## src/rtl/lcd_scan_pkg.sv

```systemverilog
package lcd_scan_pkg;
    localparam int unsigned SCAN_ROWS = 64;
    localparam int unsigned SCAN_COLS = 128;
    localparam int unsigned PAGE_BITS = 8;
    localparam int unsigned LINE_BASE = 272;
endpackage

```

## src/rtl/scan_line_div.sv

```systemverilog
module scan_line_div #(
    parameter int unsigned BASE_DIV = lcd_scan_pkg::LINE_BASE
) (
    input  logic clk_i,
    input  logic rst_ni,
    input  logic fast_i,
    input  logic edge_sel_i,
    output logic line_clk_o,
    output logic shift_o
);
    localparam int unsigned CW = $clog2(2 * BASE_DIV + 1);
    localparam logic [CW-1:0] PER_SLOW = CW'(BASE_DIV);
    localparam logic [CW-1:0] PER_FAST = CW'(2 * BASE_DIV);

    typedef struct packed {
        logic [CW-1:0] cnt;
    } div_t;

    div_t q, d;
    logic [CW-1:0] period;
    logic [CW-1:0] half;
    logic          wrap;

    always_comb begin
        period     = fast_i ? PER_FAST : PER_SLOW;
        half       = period >> 1;
        wrap       = (q.cnt >= period - 1'b1);
        d          = q;
        d.cnt      = wrap ? '0 : q.cnt + 1'b1;
        shift_o    = edge_sel_i ? wrap : (q.cnt == half - 1'b1);
        line_clk_o = (q.cnt < half);
    end

    always_ff @(posedge clk_i) begin
        if (!rst_ni) q <= '0;
        else         q <= d;
    end

    // The counter never leaves the longest line period
    assert_div_bound_R2: assert property (@(posedge clk_i) disable iff (!rst_ni)
        q.cnt < PER_FAST);

    // A row event in rising phase is followed by a high line clock
    assert_rise_align_R9: assert property (@(posedge clk_i) disable iff (!rst_ni)
        (shift_o && edge_sel_i) |=> line_clk_o);

    // A row event in falling phase is followed by a low line clock
    assert_fall_align_R9: assert property (@(posedge clk_i) disable iff (!rst_ni)
        (shift_o && !edge_sel_i) |=> (!line_clk_o || (fast_i != $past(fast_i))));
endmodule

```

## src/rtl/scan_row_fetch.sv

```systemverilog
module scan_row_fetch #(
    parameter int unsigned ROWS      = lcd_scan_pkg::SCAN_ROWS,
    parameter int unsigned COLS      = lcd_scan_pkg::SCAN_COLS,
    parameter int unsigned PAGE_BITS = lcd_scan_pkg::PAGE_BITS
) (
    input  logic                                   clk_i,
    input  logic                                   rst_ni,
    input  logic                                   start_i,
    input  logic [$clog2(ROWS)-1:0]                row_i,
    input  logic [PAGE_BITS-1:0]                   ram_data_i,
    output logic [$clog2(ROWS)-$clog2(PAGE_BITS)+$clog2(COLS)-1:0] ram_addr_o,
    output logic                                   ram_rd_o,
    output logic [COLS-1:0]                        row_bits_o
);
    localparam int unsigned RW  = $clog2(ROWS);
    localparam int unsigned BW  = $clog2(PAGE_BITS);
    localparam int unsigned CLW = $clog2(COLS);
    localparam logic [CLW-1:0] LAST_COL = CLW'(COLS - 1);

    typedef struct packed {
        logic            busy;
        logic [CLW-1:0]  col;
        logic            cap_v;
        logic [CLW-1:0]  cap_col;
        logic [COLS-1:0] bits;
    } fetch_t;

    fetch_t q, d;

    always_comb begin
        d         = q;
        d.cap_v   = q.busy;
        d.cap_col = q.col;
        if (start_i) begin
            d.busy = 1'b1;
            d.col  = '0;
        end else if (q.busy) begin
            d.col = q.col + 1'b1;
            if (q.col == LAST_COL) d.busy = 1'b0;
        end
        if (q.cap_v) d.bits[q.cap_col] = ram_data_i[row_i[BW-1:0]];
    end

    assign ram_addr_o = {row_i[RW-1:BW], q.col};
    assign ram_rd_o   = q.busy;
    assign row_bits_o = q.bits;

    always_ff @(posedge clk_i) begin
        if (!rst_ni) q <= '0;
        else         q <= d;
    end

    // Every column of a row is captured before the row is latched
    assert_fetch_done_R4: assert property (@(posedge clk_i) disable iff (!rst_ni)
        start_i |-> (!q.busy && !q.cap_v));
endmodule

```

## src/rtl/scan_seg_map.sv

```systemverilog
module scan_seg_map #(
    parameter int unsigned COLS = lcd_scan_pkg::SCAN_COLS
) (
    input  logic [COLS-1:0] bits_i,
    input  logic            asc_i,
    input  logic            on_i,
    output logic [COLS-1:0] px_o
);
    localparam int unsigned HALF = COLS / 2;

    for (genvar s = 0; s < COLS; s++) begin : g_seg
        localparam int unsigned MIR = (s / HALF) * HALF + (HALF - 1) - (s % HALF);
        assign px_o[s] = on_i & (asc_i ? bits_i[s] : bits_i[MIR]);
    end
endmodule

```

## src/rtl/lcd_scan_timer.sv

```systemverilog
module lcd_scan_timer #(
    parameter int unsigned ROWS      = lcd_scan_pkg::SCAN_ROWS,
    parameter int unsigned COLS      = lcd_scan_pkg::SCAN_COLS,
    parameter int unsigned PAGE_BITS = lcd_scan_pkg::PAGE_BITS,
    parameter int unsigned BASE_DIV  = lcd_scan_pkg::LINE_BASE,
    localparam int unsigned RW = $clog2(ROWS),
    localparam int unsigned AW = RW - $clog2(PAGE_BITS) + $clog2(COLS)
) (
    input  logic                 clk_i,
    input  logic                 rst_ni,
    input  logic [RW-1:0]        start_line_i,
    input  logic                 disp_on_i,
    input  logic                 com_dir_i,
    input  logic                 shift_edge_i,
    input  logic                 col_asc_i,
    input  logic                 fast_osc_i,
    input  logic [PAGE_BITS-1:0] ram_data_i,
    output logic [AW-1:0]        ram_addr_o,
    output logic                 ram_rd_o,
    output logic                 line_clk_o,
    output logic                 ac_pol_o,
    output logic [ROWS-1:0]      com_o,
    output logic [COLS-1:0]      seg_o
);
    localparam logic [RW-1:0] PRE_LAST = RW'(ROWS - 2);
    localparam logic [RW-1:0] LAST     = RW'(ROWS - 1);

    typedef struct packed {
        logic [RW-1:0]   idx;
        logic [RW-1:0]   line;
        logic            ac;
        logic            active;
        logic [COLS-1:0] seg;
    } scan_t;

    scan_t q, d;
    logic            shift;
    logic [COLS-1:0] row_bits;

    scan_line_div #(.BASE_DIV(BASE_DIV)) u_div (
        .clk_i      (clk_i),
        .rst_ni     (rst_ni),
        .fast_i     (fast_osc_i),
        .edge_sel_i (shift_edge_i),
        .line_clk_o (line_clk_o),
        .shift_o    (shift)
    );

    scan_row_fetch #(.ROWS(ROWS), .COLS(COLS), .PAGE_BITS(PAGE_BITS)) u_fetch (
        .clk_i      (clk_i),
        .rst_ni     (rst_ni),
        .start_i    (shift),
        .row_i      (q.line),
        .ram_data_i (ram_data_i),
        .ram_addr_o (ram_addr_o),
        .ram_rd_o   (ram_rd_o),
        .row_bits_o (row_bits)
    );

    always_comb begin
        d = q;
        if (shift) begin
            d.idx = q.idx + 1'b1;
            d.seg = row_bits;
            // next position is the last line: fetch the first row of the coming frame
            d.line = (q.idx == PRE_LAST) ? start_line_i : q.line + 1'b1;
            if (q.idx == LAST) begin
                d.ac     = ~q.ac;
                d.active = 1'b1;
            end
        end
    end

    always_ff @(posedge clk_i) begin
        if (!rst_ni) begin
            q.idx    <= PRE_LAST;
            q.line   <= LAST;
            q.ac     <= 1'b0;
            q.active <= 1'b0;
            q.seg    <= '0;
        end else begin
            q <= d;
        end
    end

    for (genvar k = 0; k < ROWS; k++) begin : g_com
        localparam logic [RW-1:0] FWD = RW'(k);
        localparam logic [RW-1:0] REV = RW'(ROWS - 1 - k);
        assign com_o[k] = q.active & (q.idx == (com_dir_i ? FWD : REV));
    end

    scan_seg_map #(.COLS(COLS)) u_map (
        .bits_i (q.seg),
        .asc_i  (col_asc_i),
        .on_i   (disp_on_i),
        .px_o   (seg_o)
    );

    assign ac_pol_o = q.ac;

    assert_line_preset_R3: assert property (@(posedge clk_i) disable iff (!rst_ni)
        (shift && q.idx == PRE_LAST) |=> (q.line == $past(start_line_i)));

    assert_line_step_R3: assert property (@(posedge clk_i) disable iff (!rst_ni)
        (shift && q.idx != PRE_LAST) |=> (q.line == $past(q.line) + RW'(1)));

    assert_ac_frame_R6: assert property (@(posedge clk_i) disable iff (!rst_ni)
        !$stable(ac_pol_o) |-> (q.idx == '0 && q.active));

    assert_com_onehot_R5: assert property (@(posedge clk_i) disable iff (!rst_ni)
        $onehot0(com_o));
endmodule

```

## config.mk

```make
export PLATFORM = sky130hd
export DESIGN_NAME = lcd_scan_timer
export DESIGN_NICKNAME = d
export VERILOG_FILES = /design/src/rtl/lcd_scan_pkg.sv /design/src/rtl/scan_line_div.sv /design/src/rtl/scan_row_fetch.sv /design/src/rtl/scan_seg_map.sv /design/src/rtl/lcd_scan_timer.sv
export SDC_FILE = /design/constraint.sdc
export NUM_CORES = 1
export LEC_CHECK = 0
export BUFFER_PORTS_ARGS = -buffer_cell sky130_fd_sc_hd__buf_2
export CAP_MARGIN = 20
export CORE_MARGIN = 3
export CORE_UTILIZATION = 50
export CTS_BUF_LIST = sky130_fd_sc_hd__clkbuf_4
export CTS_CLUSTER_SIZE = 8
export DETAILED_ROUTE_END_ITERATION = 10
export PLACE_DENSITY_LB_ADDON = 0.25
export SYNTH_ARGS = -nofsm -noshare
export SYNTH_HDL_FRONTEND = slang
export SYNTH_SLANG_ARGS = --single-unit
```

## constraint.sdc

```tcl
create_clock -name clk_i -period 2.5 [get_ports clk_i]
set_input_delay 0.75 -clock clk_i [delete_from_list [all_inputs] [get_ports clk_i]]
set_output_delay 0.75 -clock clk_i [all_outputs]
set_load 0.005 [all_outputs]
```

==> results of run 1 <==
-- repair_timing --
action,CTS,global route
pin swaps,29,36
gates resized for setup,76,46
buffers inserted,15,2
hold buffers,0,0
endpoints found under the setup margin,65,73
gates cloned,2,2
-- cells in the mapped netlist, drive strengths merged (2+ instances only) --
cell,count
a211oi,2
a21oi,134
a22oi,16
and2,22
and3,8
and3b,7
and4,2
buf,61
clkbuf,100
dfxtp,296
ha,11
inv,7
mux2i,137
mux4,2
nand2,341
nand2b,3
nand3,62
nand3b,3
nand4,5
nor2,98
nor2b,133
nor3,7
nor3b,8
nor4,2
o211ai,81
o21a,2
o21ai,60
o31ai,80
xnor2,10
xor2,6
-- worst min path at each step --
stage / start / endpoint / slack (ns)
2_1_floorplan: u_div.q[0]$_SDFF_PP0_ / u_div.q[0]$_SDFF_PP0_ / 0.42
3_3_place_gp: u_div.q[0]$_SDFF_PP0_ / u_div.q[0]$_SDFF_PP0_ / 0.43
3_5_place_dp: u_div.q[0]$_SDFF_PP0_ / u_div.q[0]$_SDFF_PP0_ / 0.45
4_1_cts: start_line_i[0] / q[130]$_SDFFE_PN1P_ / 0.33
5_1_grt: start_line_i[0] / q[130]$_SDFFE_PN1P_ / 0.34
6_report: start_line_i[0] / q[130]$_SDFFE_PN1P_ / 0.37
-- routing by layer --
metal	up-vias	wire length [um]
met4	0	726
li1	6426	-
met3	56	1650
met2	307	17800
met5	-	0
met1	6080	17100
-- flip-flops by register name, summed over array words and instances (netlist names) --
signal              cells
q                     141
u_fetch.ram_rd_o        1
ac_pol_o                1
u_fetch.ram_addr_o      7
u_fetch.q               8
u_fetch.row_bits_o    128
u_div.q                10
-- logic make-up after synthesis --
logic type,after synthesis
AOI/OAI and AO/OA,382
xor gates and xnor gates,16
adders and majority gates,11
buffers and inverters,169
DFF,296
muxes,140
and+or+nand+nor,703
-- power by group through the flow --
| stage | sequential (mW) | combinational [mW] | clock, mW |
|---|---|---|---|
| 6_report | 4.77 | 0.776 | 4.05 |
| 5_1_grt | 4.78 | 0.843 | 4.44 |
| 4_1_cts | 4.77 | 0.752 | 4.16 |
| 3_5_place_dp | 4.88 | 0.704 | 0 |
| 3_3_place_gp | 4.88 | 0.690 | 0 |
| 2_1_floorplan | 4.87 | 0.532 | 0 |
-- critical path: cells and delay by family, from the launching register on --
kind | cells | cell delay, ns
buffers and inverters | 3 | 0.43
AND/OR/NAND/NOR | 2 | 0.37
flip-flops | 1 | 0.36
AO/OA/AOI/OAI | 1 | 0.11
-- final cells by class --
class,count,share of cell area
antenna,1,0.000144
inverter,8,0.00202
clock inverter,19,0.00548
tap,378,0.0273
clock buffer,115,0.0498
sequential,296,0.343
multi-input combinational,1252,0.448
timing repair buffer,315,0.124
-- layout by cell type (no fill, tap or decap), types with 4 or more instances in the layout --
| cell | n |
|---|---|
| o21ai_2 | 7 |
| o211ai_1 | 81 |
| xnor2_1 | 10 |
| nor2_2 | 16 |
| o21ai_0 | 48 |
| nand2_1 | 338 |
| a22oi_2 | 15 |
| clkinv_1 | 10 |
| nor2_1 | 74 |
| mux2i_1 | 137 |
| xor2_1 | 6 |
| nor2_4 | 8 |
| dfxtp_1 | 288 |
| inv_1 | 6 |
| and3b_1 | 5 |
| a21oi_1 | 134 |
| buf_12 | 17 |
| nor3b_1 | 4 |
| buf_6 | 17 |
| clkbuf_4 | 115 |
| nand4_1 | 5 |
| and3_1 | 7 |
| nor2b_1 | 132 |
| buf_4 | 56 |
| ha_1 | 10 |
| dfxtp_4 | 7 |
| nand3_1 | 62 |
| buf_2 | 221 |
| o31ai_1 | 70 |
| and2_1 | 20 |
| nor3_1 | 4 |
| o31ai_2 | 10 |
==> flow_summary.yaml, run 1 <==
place:
  hpwl_um: 24700
  gp_congestion: 0.841
  io_buffers: 225
  dp.cells: 2237
  placed_cell_area_sq_um: 15800
  dp_slack_ns: -0.180
finish:
  seqCellArea_sq_um: 5950
  stdcell_count: 2384
  utilization: 0.623
  syn_to_final_growth_pct: 22.3
  final_layout_size_suffix_gt1_frac: 0.265
  multi_input_area_sq_um: 7770
  design_area_sq_um: 17300
  fillers: 2468
  layout.nets: 1982
power:
  fin_total_pwr_mw: 9.60
  clkPwrFrac: 0.422
  swShare: 0.255
  p_switching_mw: 2.45
  leakage_nw: 6.86
  p_per_area_nw_per_um2: 554
  seqPwrFrac: 0.497
  combPwrFrac: 0.081
  internal_power_mw: 7.15
  irDropWorstVdd_mv: 0.273
setup_path:
  reg2regPathDepth: 5
  cp_cell_sequence: "buf_6 -> nor3b_1 -> o21ai_1 -> buf_6 -> nor2_1 -> buf_2"
  r2r_setup_slack_ns: 0.41
  timing.rr.start: "q[130]$_SDFFE_PN1P_"
  worstSetupPathType: "reg -> out"
  cp-startpoint: "q[141]$_SDFFE_PN1P_"
  cp_common_cell: "buf_6"
  timing.rr.end: "u_fetch.row_bits_o[41]$_SDFFE_PN0P_"
  critPathArrivalTime_ns: 1.92
  crit_fanout: 16
  slowest_stage: "dfxtp_4"
  cp-end-kind: "output pin"
  crit_end: "com_o[9]"
  cp_data_required_time_ns: 1.75
  critPathLaunchType: "flop"
  max_stage_delay_ns: 0.36
routing:
  via_per_inst: 5.40
  dr.first_iter.drc_count: 941
  firstDrtPassIters: 5
  wl_um: 37300
  ant_nets: 0
  wire_per_inst_um: 15.6
  vias: 12900
  drc: 0
yosys:
  synth-xor-area-share: 0.00988
  synth_top_flop_cell: "dfxtp_1"
  synth-seq-cells: 296
  ys_seq_area_frac: 0.418
  syn_area_sq_um: 14200
  synth_edf_count: 0
  netlist_top_cells_area: "dfxtp_1, mux2i_1, nand2_1"
  muxShareOfSynthArea: 0.101
  synth_compound_area_frac: 0.175
  synth_top_area_cell: "dfxtp_1"
  yosys_warnings: 0
  synth_simple_gate_area_frac: 0.230
  synthAdderAreaFrac: 0.00971
  syn_nets: 1749
  synth_top_area_share: 0.418
  syn_area_per_cell_sq_um: 8.26
  synth.distinct_cells: 54
  syn_inst: 1717
  synth_top_family_by_area: "simple AND/OR/NAND/NOR gates"
  synthArstFlopShare: 0
outcome:
  status: "finished with violations"
  violations: "negative setup slack"
global_route:
  grt_use_met1: 0.322
  grt_pass1_vias: 12000
  grtUsageTotal: 0.236
  grtUsageMet2: 0.384
  antenna_found_initial: 1
  grt_max_degree: 97
  grt_pass1_wl_um: 60400
  grtUsageMet3: 0.0376
  busiest_layer: "met2"
  grt_overflow: 0
clock_tree:
  cts_tree: "built"
  cts_buffers: 77
  cts_max_level: 3
  clk_path_buf_depth: 3
  clk_pin_slew_ns: 0.06
  cts_sinks: 296
  cts_root_buf: "clkbuf_4"
  clock_latency_ns: 0.68
sta:
  maxSlewViolCount: 0
  max_freq_ghz: 0.375
  hold_violations: 0
  fin_skew_ns: 0.0335
  whs_ns: 0.375
  layout_setup_ws_ns: -0.170
  rsz0062_at_grt: "yes"
  relSlewSlack: 0.500
  setup_viol: 65
  fin_crit_ns: 2.67
  tns_ns: -6.40
  fin_crit_sh: 1.07
  tightest_slew_ns: 0.747
floorplanning:
  start_util: 0.509
  die_h_um: 174
  die_w_um: 174
  ios: 226
  num_rows: 61
  core_sq_um: 27900
  fp.dieArea_sq_um: 30400
job:
  cap_violations: 0
min_path:
  hold_depth: 3
  worst_hold_path_type: "in -> reg"
Power figures use the tool's default switching activity.
==> inputs of run 2 (changes only) <==
- RECOVER_POWER: not set -> 50
==> run 2 against run 1 <==
  * The flow finishes with violations (max-capacitance violations, max-slew violations, negative setup slack)
  * Die area unchanged
  * Register-to-register slack worse by 0.41 ns
  * Count of clock-buffer cells in the layout unchanged
  * Largest cell class unchanged
  * Highest routed layer unchanged
==> flow_summary.yaml, run 2 (same netlist as run 1, synthesis figures left out) <==
outcome:
  status: "finished with violations"
  violations: "max-capacitance violations, max-slew violations, negative setup slack"
sta:
  fin_crit_sh: 1.06
  tightest_slew_ns: 1.78
  fin_crit_ns: 2.65
  setup_viol: 65
  fin_skew_ns: 0.0350
  max_freq_ghz: 0.377
  rsz0062_at_grt: "yes"
  tns_ns: -6.08
  relSlewSlack: -0.184
  maxSlewViolCount: 44
  layout_setup_ws_ns: -0.153
  hold_violations: 0
finish:
  stdcell_count: 2384
  syn_to_final_growth_pct: 21.3
  multi_input_area_sq_um: 7680
  final_layout_size_suffix_gt1_frac: 0.252
  seqCellArea_sq_um: 5950
  most-common-layout-cells: "nand2_1, dfxtp_1, buf_2, mux2i_1, a21oi_1"
  utilization: 0.618
  regMostFlops: "q"
  layout.nets: 1982
  fillers: 2495
  largest_reg_flops: 141
  final_common_cell: "nand2_1"
  design_area_sq_um: 17200
clock_tree:
  clk_pin_slew_ns: 0.06
  cts_max_level: 3
  cts_root_buf: "clkbuf_4"
  cts_buffers: 77
  cts_tree: "built"
  clock_latency_ns: 0.68
  postCtsHoldBufs: 0
  clk_path_buf_depth: 3
  cts_sinks: 296
floorplanning:
  fp.dieArea_sq_um: 30400
  core_sq_um: 27900
  die_h_um: 174
  die_w_um: 174
  start_util: 0.509
  num_rows: 61
  ios: 226
routing:
  via_per_inst: 5.40
  firstDrtPassIters: 5
  wl_um: 37300
  drc: 0
  vias: 12900
  dr.first_iter.drc_count: 901
  wire_per_inst_um: 15.7
  ant_nets: 0
place:
  io_buffers: 225
  dp.cells: 2237
  dp_slack_ns: -0.180
  placed_cell_area_sq_um: 15800
  hpwl_um: 24700
  gp_congestion: 0.841
global_route:
  grt_pass1_vias: 12000
  grt_overflow: 0
  grt_pass1_wl_um: 60400
  grtUsageTotal: 0.236
  antenna_found_initial: 1
  grt_max_degree: 97
power:
  irDropWorstVdd_mv: 0.273
  p_per_area_nw_per_um2: 556
  leakage_nw: 6.78
setup_path:
  worstSetupPathType: "reg -> out"
  critPathLaunchType: "flop"
  crit_fanout: 16
  cp-end-kind: "output pin"
  cp_data_required_time_ns: 1.75
  critPathArrivalTime_ns: 1.90
job:
  cap_violations: 1
min_path:
  worst_hold_path_type: "in -> reg"
==> run 2: final timing paths <==
check                           depth (start not counted)                  end                           startpoint  slack, ns
worst max-delay path                                    6             com_o[9]                  q[141]$_SDFFE_PN1P_      -0.15
worst max register to register                          7  q[130]$_SDFFE_PN1P_                u_div.q[9]$_SDFF_PP0_          0
worst min register to register                          2   q[16]$_SDFFE_PN0P_  u_fetch.row_bits_o[16]$_SDFFE_PN0P_       0.44
worst min-delay path                                    3  q[130]$_SDFFE_PN1P_                      start_line_i[0]       0.38
==> run 2: report_power, final <==
part / switching [mW] / leakage (nW) / internal, mW
clock: 1.94 / 0.571 / 2.11
sequential: 0.0394 / 2.39 / 4.74
combinational: 0.464 / 3.82 / 0.285
total: 2.44 / 6.78 / 7.13
==> run 2: area by class of cell <==
type,count,area share
Antenna cell,1,0.000145
Clock buffer,115,0.0502
Clock inverter,19,0.00553
Inverter,8,0.00204
Multi-Input combinational cell,1252,0.446
Sequential cell,296,0.346
Tap cell,378,0.0275
Timing Repair Buffer,315,0.122
==> run 2: worst max-delay path, stage by stage, from the launching register on <==
cell and delay (ns):
dfxtp_4 0.36, buf_6 0.13, nor3b_1 0.24, o21ai_1 0.11
buf_6 0.18, nor2_1 0.12, buf_2 0.12
==> run 2: per-stage QoR <==
stage | power (mW) | hold slack (ns)
floorplan | 5.40 | 0.418
global placement | 5.57 | 0.431
global route | 10.0 | 0.344
finish | 9.57 | 0.378
CTS | 9.68 | 0.334
detailed placement | 5.59 | 0.447
==> run 2: per-layer routing <==
metal,track usage,part of all wire,routed length (um),up-vias
met5,0,0,0,-
met4,0.0781,0.019,724,0
met1,0.322,0.46,17100,6072
met3,0.0376,0.048,1780,53
li1,-,-,-,6421
met2,0.384,0.47,17700,335
==> run 2: repair_timing <==
action,CTS,global route
gates resized for setup,76,46
gates cloned,2,2
pin swaps,29,36
endpoints found under the setup margin,65,73
buffers inserted,15,2
